==> src/rtl/pwmr_pkg.sv <==
package pwmr_pkg;
    localparam int unsigned SLOT_W = 8;
    localparam int unsigned MULT_W = 6;
    localparam int unsigned PH_W   = SLOT_W + MULT_W;
    localparam int unsigned RANGES = 4;
    localparam int unsigned RSEL_W = $clog2(RANGES);

    typedef struct packed {
        logic [PH_W-1:0] phase;
    } phase_st_t;

    typedef struct packed {
        logic pwm;
    } out_st_t;
endpackage

==> src/rtl/pwmr_prescaler.sv <==
module pwmr_prescaler
    import pwmr_pkg::*;
#(
    parameter int unsigned DIV3_LOG2 = 2
) (
    input  logic              clk,
    input  logic              rst_n,
    output logic [RANGES-1:0] tick
);
    localparam int unsigned PS_W = DIV3_LOG2 + 2 * (RANGES - 1);

    logic [PS_W-1:0] cnt_d, cnt_q;

    always_comb begin
        cnt_d = cnt_q + PS_W'(1);
    end

    always_ff @(posedge clk) begin
        if (!rst_n) cnt_q <= '0;
        else        cnt_q <= cnt_d;
    end

    // each range ticks when its low-order counter bits are all ones
    for (genvar s = 0; s < RANGES; s++) begin : g_tick
        localparam int unsigned    SH   = DIV3_LOG2 + 2 * (RANGES - 1 - s);
        localparam logic [PS_W-1:0] MASK = ~({PS_W{1'b1}} << SH);
        assign tick[s] = ((cnt_q & MASK) == MASK);
    end
endmodule

==> src/rtl/pwmr_phase.sv <==
module pwmr_phase
    import pwmr_pkg::*;
(
    input  logic              clk,
    input  logic              rst_n,
    input  logic              en,
    input  logic [RANGES-1:0] tick,
    input  logic [RSEL_W-1:0] rsel,
    input  logic [MULT_W-1:0] mult,
    output logic [SLOT_W-1:0] slot
);
    phase_st_t       st_d, st_q;
    logic [PH_W-1:0] inc;

    always_comb begin
        inc  = PH_W'(mult) + PH_W'(1);
        st_d = st_q;
        if (!en) begin
            st_d.phase = '0;
        end else if (tick[rsel]) begin
            st_d.phase = st_q.phase + inc;
        end
    end

    always_ff @(posedge clk) begin
        if (!rst_n) st_q <= '0;
        else        st_q <= st_d;
    end

    assign slot = st_q.phase[PH_W-1 -: SLOT_W];
endmodule

==> src/rtl/pwmr_outstage.sv <==
module pwmr_outstage
    import pwmr_pkg::*;
(
    input  logic              clk,
    input  logic              rst_n,
    input  logic              en,
    input  logic              inv,
    input  logic [SLOT_W-1:0] duty,
    input  logic [SLOT_W-1:0] slot,
    output logic              pwm
);
    out_st_t st_d, st_q;

    always_comb begin
        st_d     = st_q;
        st_d.pwm = en & ((slot <= duty) ^ inv);
    end

    always_ff @(posedge clk) begin
        if (!rst_n) st_q <= '0;
        else        st_q <= st_d;
    end

    assign pwm = st_q.pwm;
endmodule

==> src/rtl/pwmr_channel.sv <==
module pwmr_channel
    import pwmr_pkg::*;
#(
    parameter int unsigned DIV3_LOG2 = 2
) (
    input  logic       clk,
    input  logic       rst_n,
    input  logic       chan_en,
    input  logic       pol_inv,
    input  logic [7:0] freq_cfg,
    input  logic [7:0] duty_cfg,
    output logic       pwm_out
);
    logic [RANGES-1:0] range_tick;
    logic [SLOT_W-1:0] slot_w;
    logic [RSEL_W-1:0] rsel_w;
    logic [MULT_W-1:0] mult_w;

    assign rsel_w = freq_cfg[7:6];
    assign mult_w = freq_cfg[5:0];

    pwmr_prescaler #(.DIV3_LOG2(DIV3_LOG2)) i_pre (
        .clk  (clk),
        .rst_n(rst_n),
        .tick (range_tick)
    );

    pwmr_phase i_phase (
        .clk  (clk),
        .rst_n(rst_n),
        .en   (chan_en),
        .tick (range_tick),
        .rsel (rsel_w),
        .mult (mult_w),
        .slot (slot_w)
    );

    pwmr_outstage i_out (
        .clk  (clk),
        .rst_n(rst_n),
        .en   (chan_en),
        .inv  (pol_inv),
        .duty (duty_cfg),
        .slot (slot_w),
        .pwm  (pwm_out)
    );
endmodule

==> config.mk <==
export PLATFORM = sky130hd
export DESIGN_NAME = pwmr_channel
export DESIGN_NICKNAME = d
export VERILOG_FILES = /design/src/rtl/pwmr_pkg.sv /design/src/rtl/pwmr_prescaler.sv /design/src/rtl/pwmr_phase.sv /design/src/rtl/pwmr_outstage.sv /design/src/rtl/pwmr_channel.sv
export SDC_FILE = /design/constraint.sdc
export NUM_CORES = 1
export LEC_CHECK = 0
export BUFFER_PORTS_ARGS = -buffer_cell sky130_fd_sc_hd__buf_2
export CELL_PAD_IN_SITES_DETAIL_PLACEMENT = 0
export CELL_PAD_IN_SITES_GLOBAL_PLACEMENT = 2
export CORE_MARGIN = 2
export CORE_UTILIZATION = 35
export CTS_CLUSTER_DIAMETER = 30
export DETAILED_ROUTE_END_ITERATION = 8
export GPL_TIMING_DRIVEN = 0
export PLACE_DENSITY_LB_ADDON = 0.2
export SLEW_MARGIN = 20
export SYNTH_ARGS = -nofsm -noshare
export SYNTH_HDL_FRONTEND = slang
export SYNTH_SLANG_ARGS = --single-unit
==> constraint.sdc <==
create_clock -name clk -period 5.49 [get_ports clk]
set_clock_uncertainty 0.15 [all_clocks]
set_input_delay 0.8235 -clock clk [delete_from_list [all_inputs] [get_ports clk]]
set_output_delay 0.8235 -clock clk [all_outputs]
set_load 0.005 [all_outputs]
==> out/metrics.yaml <==
status:
  status: "completed"
synthesis:
  synthArstFlopShare_pct: 0
  synth-edff-count: 0
  yosysUniqueCellTypes: 40
  synth-seq-area-share_pct: 28.9
  syn_area_um2: 1590
  syn_avg_cell_area_um2: 8.30
  synth.area.top_cells: "dfxtp_1 (29%), ha_1 (15%), a21oi_1 (6.3%), nand2_1 (5.4%), xnor2_1 (3.8%)"
  synth_nets: 232
  yosysTopAreaCell: "dfxtp_1"
  ys_ff_latch: 23
  synthCells: 192
  synth_top_area_share_pct: 28.9
  yosysWarningCount: 0
  synthFlopType: "dfxtp_1"
drt:
  viasPerCell: 5.05
  vias: 1353
  wl_per_cell_um: 12.5
  drt-initial-drc-count: 20
  first_pass_iters: 4
  detail-route-antenna-nets: 0
  wl_um: 3350
  drcViolationCount: 0
layout:
  antennaDiodeCount: 0
  fillers: 462
  final_area_um2: 1800
  fin_util_pct: 41.2
  layout.nets: 257
  area.growth.synth_to_final_pct: 13.3
  drive_gt1_share_pct: 13.0
  final_cell_mix: "nand2_1 (23), dfxtp_1 (23), buf_2 (21)"
worst_setup_path:
  critPathMaxFanout: 4
  crit_chain: "buf_2 > ha_1 > inv_1 > fa_1 > nor2b_1 > o2111a_1 > o21ai_1 > a2111oi_2 > mux2i_1"
  end_kind: "register"
  path_class: "in2reg"
  cp_slowest_cell: "a2111oi_2"
  required_ns: 5.55
  max_stage_delay_ns: 0.45
  cp.arrival_ns: 2.95
  start_kind: "input pin"
sta:
  clock.fmax_ghz: 0.346
  finalSetupViolCount: 0
  fin_setup_tns_ns: 0
  slew_violations: 0
  worstMarginPinSlew_ns: 0.565
  grt_setup_unrepaired: "false"
  relSlewSlack_pct: 62.3
  finalHoldViolCount: 0
  finalCriticalPeriod_ns: 2.89
  period_share_pct: 52.7
clock_tree:
  postCtsSetupRepairBufs: 0
  cts_buffers: 3
  clockBufferDepth: 2
  cts-root-buf: "clkbuf_8"
  clock-sinks: 23
  h-tree-depth: 1
  clock_latency_ns: 0.27
  cts_hold_buffers: 0
  cts-resized-gates: 0
  path_clk_slew_ns: 0.09
  cts_tree: "done"
grt:
  grt_pass1_vias: 1340
  grt_use_total_pct: 13.9
  grt_max_degree: 14
  grt_pass1_wl_um: 5750
  gr-total-overflow: 0
  antenna_found_initial: 0
placement:
  dp.final_hpwl_um: 2660
  io_buffers: 20
  place_congestion: 0.807
  placed_cell_area_um2: 1760
power_and_ir_drop:
  p_clk_share_pct: 34.0
  swShare_pct: 25.7
  p_per_area_nw_per_um2: 178
  p_seq_share_pct: 53.4
  p_int_w: 0.000238
  leakage_nw: 0.771
  switchingPower_w: 0.0000826
  pwr-share-comb_pct: 12.6
  peakVddDrop_v: 0.0000759
floorplan:
  core_um2: 4380
  io_pins: 21
  die_h_um: 71.5
  die_w_um: 71.5
  start_util_pct: 36.3
  dieArea_um2: 5110
  num_rows: 24
flow_run:
  max_cap_viol_count: 0
hold_path:
  hp-class: "reg2reg"
## final timing paths
check	start	to	slack, ns	cells past startpoint
worst min register to register	i_phase.st_q[0]	i_phase.st_q[0]	0.31	2
worst max-delay path	freq_cfg[0]	i_phase.st_q[10]	2.60	9
worst min-delay path	i_phase.st_q[0]	i_phase.st_q[0]	0.31	2
worst max register to register	i_phase.st_q[0]	i_phase.st_q[10]	3.07	8
## power by group through the flow
stage	combinational (W)	clock (W)	sequential, W
floorplan	0.0000250	0	0.000175
global placement	0.0000395	0	0.000175
detailed placement	0.0000406	0	0.000175
CTS	0.0000410	0.000114	0.000171
global route	0.0000457	0.000118	0.000172
finish	0.0000405	0.000109	0.000171
## cells in the mapped netlist, types with 3 or more instances
cell	instances
nand3_1	9
xor2_1	5
mux2i_1	3
nor2b_1	4
a211oi_1	4
nor2_1	5
dfxtp_1	23
xnor2_1	7
and2_1	7
o21ai_0	7
inv_1	16
nand2_1	23
o21ai_1	4
ha_1	19
or3_1	4
a21oi_1	20
## cells by family after synthesis
kind of cell	count (synthesis)	synth area share, %
compound gates	47	18.1
xor+xnor	12	6.60
fa+ha+maj	20	16.2
buf+inv	19	4.56
flops	23	28.9
mux	3	1.89
simple gates	68	23.7
## registers in the layout, summed over array words and instances, names as in the netlist
| register | count |
|---|---|
| i_out.pwm | 1 |
| i_pre.cnt_q | 8 |
| i_phase.st_q | 14 |
## layer usage
| layer | part of all wire, % | wire (um) | vias to the layer above | track usage, % |
|---|---|---|---|---|
| li1 | - | - | 722 | - |
| met1 | 50 | 1680 | 606 | 17.3 |
| met2 | 44 | 1490 | 20 | 23.5 |
| met3 | 3.8 | 128 | 5 | 3.66 |
| met4 | 1.6 | 55 | 0 | 4.61 |
| met5 | 0 | 0 | - | 0 |
## through the flow
step                      worst slack (ns)  cells  total power, W  hold slack (ns)
final                                 2.60    268        0.000321            0.310
after global routing                  2.45    268        0.000336            0.345
after CTS                             2.58    268        0.000327            0.312
after detailed placement              2.31    264        0.000216            0.301
after global placement                2.35    264        0.000215            0.294
after floorplan                       2.68    192        0.000200            0.286
## area by class of cell
type                       instances  area, um2  area share [%]
multi-input combinational        150       1060            58.7
tap                               52       65.1            3.61
sequential                        23        460            25.5
clock buffer                       3       41.3            2.29
timing repair buffer              20        100            5.55
buffer                             3       12.5           0.693
clock inverter                     1       5.00           0.277
inverter                          16       60.1            3.33
## worst max-delay path: cells and delay by family
kind            cells  cell delay, ns
buf+inv             2            0.19
mux                 1            0.21
compound gates      3            0.80
fa+ha+maj           2            0.75
simple gates        1            0.18
Power figures use the tool's default switching activity.
